**src/rtl/jtag_tap_pkg.sv**
```systemverilog
package jtag_tap_pkg;

  localparam int IR_W = 4;

  typedef enum logic [3:0] {
    ST_TLR, ST_RTI,
    ST_SEL_DR, ST_CAP_DR, ST_SH_DR, ST_EX1_DR, ST_PAU_DR, ST_EX2_DR, ST_UPD_DR,
    ST_SEL_IR, ST_CAP_IR, ST_SH_IR, ST_EX1_IR, ST_PAU_IR, ST_EX2_IR, ST_UPD_IR
  } tap_state_e;

  typedef enum logic [1:0] {PATH_BYP, PATH_ID, PATH_BSR} dr_path_e;

  localparam logic [IR_W-1:0] OP_EXTEST  = 4'b0000;
  localparam logic [IR_W-1:0] OP_IDCODE  = 4'b0001;
  localparam logic [IR_W-1:0] OP_SAMPLE  = 4'b0010;
  localparam logic [IR_W-1:0] OP_DBG_EN  = 4'b0011;
  localparam logic [IR_W-1:0] OP_HIGHZ   = 4'b0100;
  localparam logic [IR_W-1:0] OP_CLAMP   = 4'b0101;
  localparam logic [IR_W-1:0] OP_BYPASS  = 4'b0110;
  localparam logic [IR_W-1:0] IR_CAPTURE = 4'b0001;

endpackage

```
**src/rtl/tap_fsm.sv**
```systemverilog
module tap_fsm
  import jtag_tap_pkg::*;
(
  input  logic       tck_i,
  input  logic       trst_n_i,
  input  logic       tms_i,
  output tap_state_e state_o
);

  tap_state_e state_q, state_d;

  always_comb begin
    state_d = state_q;
    unique case (state_q)
      ST_TLR:    state_d = tms_i ? ST_TLR    : ST_RTI;
      ST_RTI:    state_d = tms_i ? ST_SEL_DR : ST_RTI;
      ST_SEL_DR: state_d = tms_i ? ST_SEL_IR : ST_CAP_DR;
      ST_CAP_DR: state_d = tms_i ? ST_EX1_DR : ST_SH_DR;
      ST_SH_DR:  state_d = tms_i ? ST_EX1_DR : ST_SH_DR;
      ST_EX1_DR: state_d = tms_i ? ST_UPD_DR : ST_PAU_DR;
      ST_PAU_DR: state_d = tms_i ? ST_EX2_DR : ST_PAU_DR;
      ST_EX2_DR: state_d = tms_i ? ST_UPD_DR : ST_SH_DR;
      ST_UPD_DR: state_d = tms_i ? ST_SEL_DR : ST_RTI;
      ST_SEL_IR: state_d = tms_i ? ST_TLR    : ST_CAP_IR;
      ST_CAP_IR: state_d = tms_i ? ST_EX1_IR : ST_SH_IR;
      ST_SH_IR:  state_d = tms_i ? ST_EX1_IR : ST_SH_IR;
      ST_EX1_IR: state_d = tms_i ? ST_UPD_IR : ST_PAU_IR;
      ST_PAU_IR: state_d = tms_i ? ST_EX2_IR : ST_PAU_IR;
      ST_EX2_IR: state_d = tms_i ? ST_UPD_IR : ST_SH_IR;
      ST_UPD_IR: state_d = tms_i ? ST_SEL_DR : ST_RTI;
      default:   state_d = ST_TLR;
    endcase
  end

  always_ff @(posedge tck_i or negedge trst_n_i) begin
    if (!trst_n_i) state_q <= ST_TLR;
    else           state_q <= state_d;
  end

  assign state_o = state_q;


  shift_hold_chk: assert property (@(posedge tck_i) disable iff (!trst_n_i)
    (state_q == ST_SH_DR && !tms_i) |=> (state_q == ST_SH_DR));


  sel_ir_exit_chk: assert property (@(posedge tck_i) disable iff (!trst_n_i)
    (state_q == ST_SEL_IR && tms_i) |=> (state_q == ST_TLR));

endmodule

```
**src/rtl/tap_ir.sv**
```systemverilog
module tap_ir
  import jtag_tap_pkg::*;
(
  input  logic       tck_i,
  input  logic       trst_n_i,
  input  tap_state_e state_i,
  input  logic       tdi_i,
  output logic       ir_so_o,
  output dr_path_e   path_o,
  output logic       pad_hiz_o,
  output logic       pad_bsr_o,
  output logic       func_rst_o,
  output logic       dbg_en_o
);

  logic [IR_W-1:0] ir_sr_q;
  logic [IR_W-1:0] ir_q;
  logic            dbg_q;

  always_ff @(posedge tck_i or negedge trst_n_i) begin
    if (!trst_n_i) begin
      ir_sr_q <= IR_CAPTURE;
    end else if (state_i == ST_CAP_IR) begin
      ir_sr_q <= IR_CAPTURE;
    end else if (state_i == ST_SH_IR) begin
      ir_sr_q <= {tdi_i, ir_sr_q[IR_W-1:1]};
    end
  end

  always_ff @(posedge tck_i or negedge trst_n_i) begin
    if (!trst_n_i)                  ir_q <= OP_IDCODE;
    else if (state_i == ST_TLR)     ir_q <= OP_IDCODE;
    else if (state_i == ST_UPD_IR)  ir_q <= ir_sr_q;
  end

  always_ff @(posedge tck_i or negedge trst_n_i) begin
    if (!trst_n_i)                 dbg_q <= 1'b0;
    else if (ir_q == OP_DBG_EN)    dbg_q <= 1'b1;
  end

  always_comb begin
    unique case (ir_q)
      OP_EXTEST, OP_SAMPLE: path_o = PATH_BSR;
      OP_IDCODE:            path_o = PATH_ID;
      default:              path_o = PATH_BYP;
    endcase
  end

  assign pad_hiz_o  = (ir_q == OP_HIGHZ);
  assign pad_bsr_o  = (ir_q == OP_EXTEST) || (ir_q == OP_CLAMP);
  assign func_rst_o = (ir_q == OP_EXTEST) || (ir_q == OP_CLAMP) || (ir_q == OP_HIGHZ);
  assign dbg_en_o   = dbg_q;
  assign ir_so_o    = ir_sr_q[0];


  ir_capture_chk: assert property (@(posedge tck_i) disable iff (!trst_n_i)
    (state_i == ST_CAP_IR) |=> (ir_sr_q == IR_CAPTURE));


  tlr_idcode_chk: assert property (@(posedge tck_i) disable iff (!trst_n_i)
    (state_i == ST_TLR) |=> (ir_q == OP_IDCODE));


  dbg_sticky_chk: assert property (@(posedge tck_i) disable iff (!trst_n_i)
    dbg_q |=> dbg_q);

endmodule

```
**src/rtl/tap_dr.sv**
```systemverilog
module tap_dr
  import jtag_tap_pkg::*;
#(
  parameter int               ID_W    = 32,
  parameter logic [ID_W-1:0]  ID_CODE = 32'h1C0F_A02B
)(
  input  logic       tck_i,
  input  logic       trst_n_i,
  input  tap_state_e state_i,
  input  dr_path_e   path_i,
  input  logic       tdi_i,
  output logic       id_so_o,
  output logic       byp_so_o
);

  localparam logic [ID_W-1:0] ID_LOAD = {ID_CODE[ID_W-1:1], 1'b1};

  logic [ID_W-1:0] id_sr_q;
  logic            byp_q;

  always_ff @(posedge tck_i or negedge trst_n_i) begin
    if (!trst_n_i) begin
      id_sr_q <= ID_LOAD;
    end else if (path_i == PATH_ID) begin
      if (state_i == ST_CAP_DR)     id_sr_q <= ID_LOAD;
      else if (state_i == ST_SH_DR) id_sr_q <= {tdi_i, id_sr_q[ID_W-1:1]};
    end
  end

  always_ff @(posedge tck_i or negedge trst_n_i) begin
    if (!trst_n_i) begin
      byp_q <= 1'b0;
    end else if (path_i == PATH_BYP) begin
      if (state_i == ST_CAP_DR)     byp_q <= 1'b0;
      else if (state_i == ST_SH_DR) byp_q <= tdi_i;
    end
  end

  assign id_so_o  = id_sr_q[0];
  assign byp_so_o = byp_q;


  id_lsb_chk: assert property (@(posedge tck_i) disable iff (!trst_n_i)
    (state_i == ST_CAP_DR && path_i == PATH_ID) |=> id_sr_q[0]);


  byp_zero_chk: assert property (@(posedge tck_i) disable iff (!trst_n_i)
    (state_i == ST_CAP_DR && path_i == PATH_BYP) |=> !byp_q);


  pause_hold_chk: assert property (@(posedge tck_i) disable iff (!trst_n_i)
    (state_i == ST_PAU_DR) |=> $stable(id_sr_q));

endmodule

```
**src/rtl/scan_tap_top.sv**
```systemverilog
module scan_tap_top
  import jtag_tap_pkg::*;
#(
  parameter int              ID_W    = 32,
  parameter logic [ID_W-1:0] ID_CODE = 32'h1C0F_A02B
)(
  input  logic tck_i,
  input  logic trst_n_i,
  input  logic tms_i,
  input  logic tdi_i,
  output logic tdo_o,
  output logic tdo_oe_o,
  output logic bsr_capture_o,
  output logic bsr_shift_o,
  output logic bsr_update_o,
  input  logic bsr_so_i,
  output logic pad_hiz_o,
  output logic pad_bsr_drive_o,
  output logic func_rst_req_o,
  output logic dbg_en_o
);

  tap_state_e state;
  dr_path_e   path;
  logic       ir_so, id_so, byp_so;
  logic       tdo_d, oe_d;
  logic       bsr_sel;

  tap_fsm u_fsm (
    .tck_i    (tck_i),
    .trst_n_i (trst_n_i),
    .tms_i    (tms_i),
    .state_o  (state)
  );

  tap_ir u_ir (
    .tck_i      (tck_i),
    .trst_n_i   (trst_n_i),
    .state_i    (state),
    .tdi_i      (tdi_i),
    .ir_so_o    (ir_so),
    .path_o     (path),
    .pad_hiz_o  (pad_hiz_o),
    .pad_bsr_o  (pad_bsr_drive_o),
    .func_rst_o (func_rst_req_o),
    .dbg_en_o   (dbg_en_o)
  );

  tap_dr #(.ID_W(ID_W), .ID_CODE(ID_CODE)) u_dr (
    .tck_i    (tck_i),
    .trst_n_i (trst_n_i),
    .state_i  (state),
    .path_i   (path),
    .tdi_i    (tdi_i),
    .id_so_o  (id_so),
    .byp_so_o (byp_so)
  );

  assign bsr_sel       = (path == PATH_BSR);
  assign bsr_capture_o = bsr_sel && (state == ST_CAP_DR);
  assign bsr_shift_o   = bsr_sel && (state == ST_SH_DR);
  assign bsr_update_o  = bsr_sel && (state == ST_UPD_DR);

  always_comb begin
    oe_d  = 1'b0;
    tdo_d = 1'b0;
    if (state == ST_SH_IR) begin
      oe_d  = 1'b1;
      tdo_d = ir_so;
    end else if (state == ST_SH_DR) begin
      oe_d = 1'b1;
      unique case (path)
        PATH_ID:  tdo_d = id_so;
        PATH_BSR: tdo_d = bsr_so_i;
        default:  tdo_d = byp_so;
      endcase
    end
  end

  always_ff @(negedge tck_i or negedge trst_n_i) begin
    if (!trst_n_i) begin
      tdo_o    <= 1'b0;
      tdo_oe_o <= 1'b0;
    end else begin
      tdo_o    <= tdo_d;
      tdo_oe_o <= oe_d;
    end
  end


  bsr_strobe_chk: assert property (@(posedge tck_i) disable iff (!trst_n_i)
    $onehot0({bsr_capture_o, bsr_shift_o, bsr_update_o}));

endmodule

```
**config.mk**
```make
export PLATFORM = sky130hd
export DESIGN_NAME = scan_tap_top
export DESIGN_NICKNAME = d
export VERILOG_FILES = /design/src/rtl/jtag_tap_pkg.sv /design/src/rtl/tap_fsm.sv /design/src/rtl/tap_ir.sv /design/src/rtl/tap_dr.sv /design/src/rtl/scan_tap_top.sv
export SDC_FILE = /design/constraint.sdc
export NUM_CORES = 1
export LEC_CHECK = 0
export ABC_AREA = 1
export BUFFER_PORTS_ARGS = -buffer_cell sky130_fd_sc_hd__buf_2
export CORE_AREA = 4 4 109 69
export DETAILED_ROUTE_END_ITERATION = 8
export DIE_AREA = 0 0 113 73
export GPL_TIMING_DRIVEN = 1
export SLEW_MARGIN = 25
export SYNTH_ARGS = -nofsm -noshare
export SYNTH_HDL_FRONTEND = slang
export SYNTH_HIERARCHICAL = 1
export SYNTH_SLANG_ARGS = --single-unit
```
**constraint.sdc**
```tcl
create_clock -name tck_i -period 1.9 [get_ports tck_i]
set_input_delay 0.095 -clock tck_i [delete_from_list [all_inputs] [get_ports tck_i]]
set_output_delay 0.095 -clock tck_i [all_outputs]
set_load 0.005 [all_outputs]
```
==> results.md <==
* Status: complete, but fails checks
* Failing checks: setup timing
* Relative slew slack at 72.9%
* Clock power share at 15.4%
* Crit path launch type: register
* Antenna violations before repair at 0
* Worst Hold Depth at 3
* Post-Synth XOR/XNOR Area at 0%
* Final hold violations at 0
* Max incr delay on CP at 0.58 ns
* Area taken by multi-input logic gates at 1110 µm²
* Vias at 2201
* Worst-Margin Slew at 0.406 ns
* Largest family of logic cells by synthesized area: simple AND/OR/NAND/NOR gates
* Diode count at 0
* Multiplexer area fraction after synthesis at 0%
* CP Class: register to register
* Warnings from Yosys at 6
* Die Height at 73 µm
* Crit path depth at 8
* Placed cell areas at 2830 µm²
* Post-layout nets at 374
* Final Max Tran Viols at 0
* Final setup viols at 1
* Seq cells post-synth at 48
* Fin Setup TNS at -0.576 ns
* Met2 usage at 21.6%
* Top-area cell type share of the netlist area at 30.3%
* Initial Util at 39.2%
* Cells on worst reg2reg path at 8
* CTS sink cnt at 48
* Sequential share of power at 41.8%
* Final GP Congestion at 0.784
* Worst Hold Class: primary input to register
* PD cells at 1330 nW/µm²
* Unrepaired setup endpoints after global routing: true
* Post-synthesis compound-gate area fraction at 3.08%
* Pwr Total at 3.91 mW
* Slowest CP cell: dfstp_2
* Die area at 8250 µm²
* Die Wd at 113 µm
* CTS tree: built
* Grt peak-use layer: met1
* Max clock buf depth at 2
* Synthesized instance count at 338
* Post-Synth Adder-Cell Area at 0.977%
* Met3 Use GR at 3.07%
* Fin area at 2950 µm²
* Core Area at 6530 µm²
* Area leader, netlist: dfrtp_1
* Num CTS Buffers at 5
* Syn nets at 345
* Met1 Use GR at 21.9%
* Clock Latency Late Sink at 0.30 ns
* DR pass1 iterations at 4
* Vias/cell at 4.84
* Htree depth at 2
* Final wirelength at 5.59 mm
* Via count of the first global-routing pass at 2067
* Netlist Area Pre-Place at 2560 µm²
* FF-to-FF End: tdo_o$_DFF_NN0_
* Total gr overflow at 0
* ANT nets after route at 0
* Residual DRC at 0
* Sequential fraction of the synthesis area at 47.6%
* Post-Synth Simple-Gate Area at 38.2%
* Max-cap violations at 0
* Top Ports at 14
* Critical Path Fanout Max at 3
* Setup Skew at 0.00982 ns
* Synth-to-Final Area Change at 15.0%
* Synth unique cells at 30
* Gr usage total at 14.7%
* Maximum VDD drop at 397 µV
* Worst-path cell chain: nand2_4, nor2_4, inv_1, ha_1, inv_1, or2_0, nand3_1, nand2_1
* Synth Area per Inst at 7.58 µm²
* Largest net degree at the start of global routing at 33
* Fillcell total at 645
* Hold Path Sink: u_dr/byp_so_o$_DFFE_PN0P_
* Detail Placement HPWL at 3.82 mm
* IO buf count at 13
* P_int at 2.25 mW
* Crit end category: register
* Storage cell area at 1220 µm²
* Combinational Power Share at 42.8%
* WL/cell at 12.3 µm
* Setup slack at placement at -0.609 ns
* Leak at 1.63 nW
* Most frequent CP cell: inv_1
* Top delay family on crit path: flip-flops
* Worst-path clk slew at 0.09 ns
* Fraction of layout cells with a size suffix above 1 at 22.8%
* Worst Slack Setup Final at -0.576 ns
* Required @ worst endpoint at 1.11 ns
* First-pass GRT wire length at 9.84 mm
* Switch share at 42.3%
* Worst path bufs/invs at 2
* # rows at 23
* FF-to-FF setup slack at -0.58 ns
* Hold path start: tdi_i
* NetSw at 1.65 mW
* Largest cells by area after synthesis: dfrtp_1 (30%), nand2_1 (19%), dfstp_2 (15%), inv_1 (6.0%), nand3_1 (5.5%)
* Root buffer cell: clkbuf_8
* Worst endpoint data arrival time at 1.69 ns
* Worst r2r src: u_ir/ir_q[0]$_DFFE_PN1P_
* DR iter-0 viols at 133
[worst max path at each step]
| stage | from | slack [ns] | to |
|---|---|---|---|
| 2_1_floorplan | u_ir/ir_q[0]$_DFFE_PN1P_ | -0.59 | tdo_o$_DFF_NN0_ |
| 3_3_place_gp | u_ir/ir_q[3]$_DFFE_PN0P_ | -0.57 | tdo_o$_DFF_NN0_ |
| 3_5_place_dp | u_ir/ir_q[3]$_DFFE_PN0P_ | -0.61 | tdo_o$_DFF_NN0_ |
| 4_1_cts | u_ir/ir_q[3]$_DFFE_PN0P_ | -0.58 | tdo_o$_DFF_NN0_ |
| 5_1_grt | u_ir/ir_q[3]$_DFFE_PN0P_ | -0.65 | tdo_o$_DFF_NN0_ |
| 6_report | u_ir/ir_q[0]$_DFFE_PN1P_ | -0.58 | tdo_o$_DFF_NN0_ |
[registers in the layout, indices dropped and copies added (netlist names)]
| register | cells |
|---|---|
| u_ir/ir_sr_q | 4 |
| u_dr/id_sr_q | 32 |
| u_fsm/state_o | 4 |
| tdo_oe_o | 1 |
| u_dr/byp_so_o | 1 |
| tdo_o | 1 |
| u_ir/dbg_en_o | 1 |
| u_ir/ir_q | 4 |
[cell usage after synthesis]
| cell type | number |
|---|---|
| inv_1 | 41 |
| dfrtp_1 | 31 |
| buf_6 | 3 |
| o21ai_0 | 4 |
| buf_4 | 2 |
| ha_1 | 2 |
| nand2_1 | 129 |
| dfstp_2 | 15 |
| nand4_1 | 21 |
| o22ai_1 | 1 |
| nand3b_1 | 1 |
| or2_1 | 1 |
| nor3_2 | 1 |
| nor3_1 | 2 |
| nor2_1 | 18 |
| nand2_2 | 3 |
| inv_2 | 3 |
| a211oi_1 | 1 |
| a21oi_1 | 1 |
| nor2_4 | 2 |
| dfrtn_1 | 2 |
| nand3_1 | 28 |
| nand2_4 | 2 |
| nor2_2 | 4 |
| buf_2 | 9 |
| or2_0 | 1 |
| o21bai_1 | 2 |
| nor4_1 | 1 |
| nand3_2 | 2 |
| o21ai_1 | 5 |
[routing by layer]
layer,vias to the layer above,wire (µm)
li1,1122,-
met1,1036,3080
met2,41,2260
met3,2,209
met4,0,31
met5,-,0
[cells in the final DEF, fill, tap and decap left out, types with 3 or more instances in the layout]
cell / synthesis / final
dfstp_2: 15 / 15
nand3_1: 28 / 28
nand2_1: 129 / 128
o21ai_0: 4 / 4
o21ai_1: 5 / 5
inv_2: 3 / 4
buf_4: 2 / 21
nand4_1: 21 / 21
nor2_2: 4 / 6
nand2_4: 2 / 3
clkbuf_8: 0 / 5
inv_1: 41 / 40
nor2_1: 18 / 15
buf_2: 9 / 13
dfrtp_2: 0 / 3
nand2_2: 3 / 3
nor2_4: 2 / 3
dfrtp_1: 31 / 28
[cell type report]
cell class | count | share of cell area (%)
Sequential cell | 48 | 41.5
Multi-Input combinational cell | 232 | 37.6
Timing Repair Buffer | 36 | 8.58
Inverter | 44 | 5.61
Tap cell | 87 | 3.69
Clock buffer | 5 | 2.34
Clock inverter | 3 | 0.637
[metrics by stage]
| stage | cells | utilization [%] | hold WS [ns] |
|---|---|---|---|
| after floorplan | 338 | - | -0.201 |
| after global placement | 445 | 43.3 | 0.0469 |
| after detailed placement | 445 | 43.3 | 0.0436 |
| after CTS | 455 | 45.0 | 0.0724 |
| after global routing | 455 | 45.1 | 0.0797 |
| final | 455 | 45.1 | 0.0824 |
[power groups by stage]
stage	logic, mW	clock network (mW)	registers (mW)
after CTS	1.67	0.624	1.63
after global routing	1.91	0.665	1.68
after global placement	1.63	0	1.64
final	1.67	0.601	1.63
after detailed placement	1.67	0	1.64
after floorplan	1.21	0	1.68
[logic make-up (layout without fill, tap and decap cells)]
family	after synthesis	after routing
compound gates	14	14
simple gates	216	216
fa+ha+maj	2	2
flops	48	48
buf+inv	58	88
[worst register-to-register path, delay by kind of cell (launching register included)]
kind / cells / cell delay, ns
fa+ha+maj: 1 / 0.27
flops: 1 / 0.58
simple gates: 5 / 0.44
buf+inv: 2 / 0.09
[what timing repair did]
item,CTS,global route
resized for setup,3,2
hold buffers,1,0
endpoints found under the setup margin,2,4
buffers inserted,1,0
endpoints found under the hold margin,12,0
(Power assumes the default switching activity.)
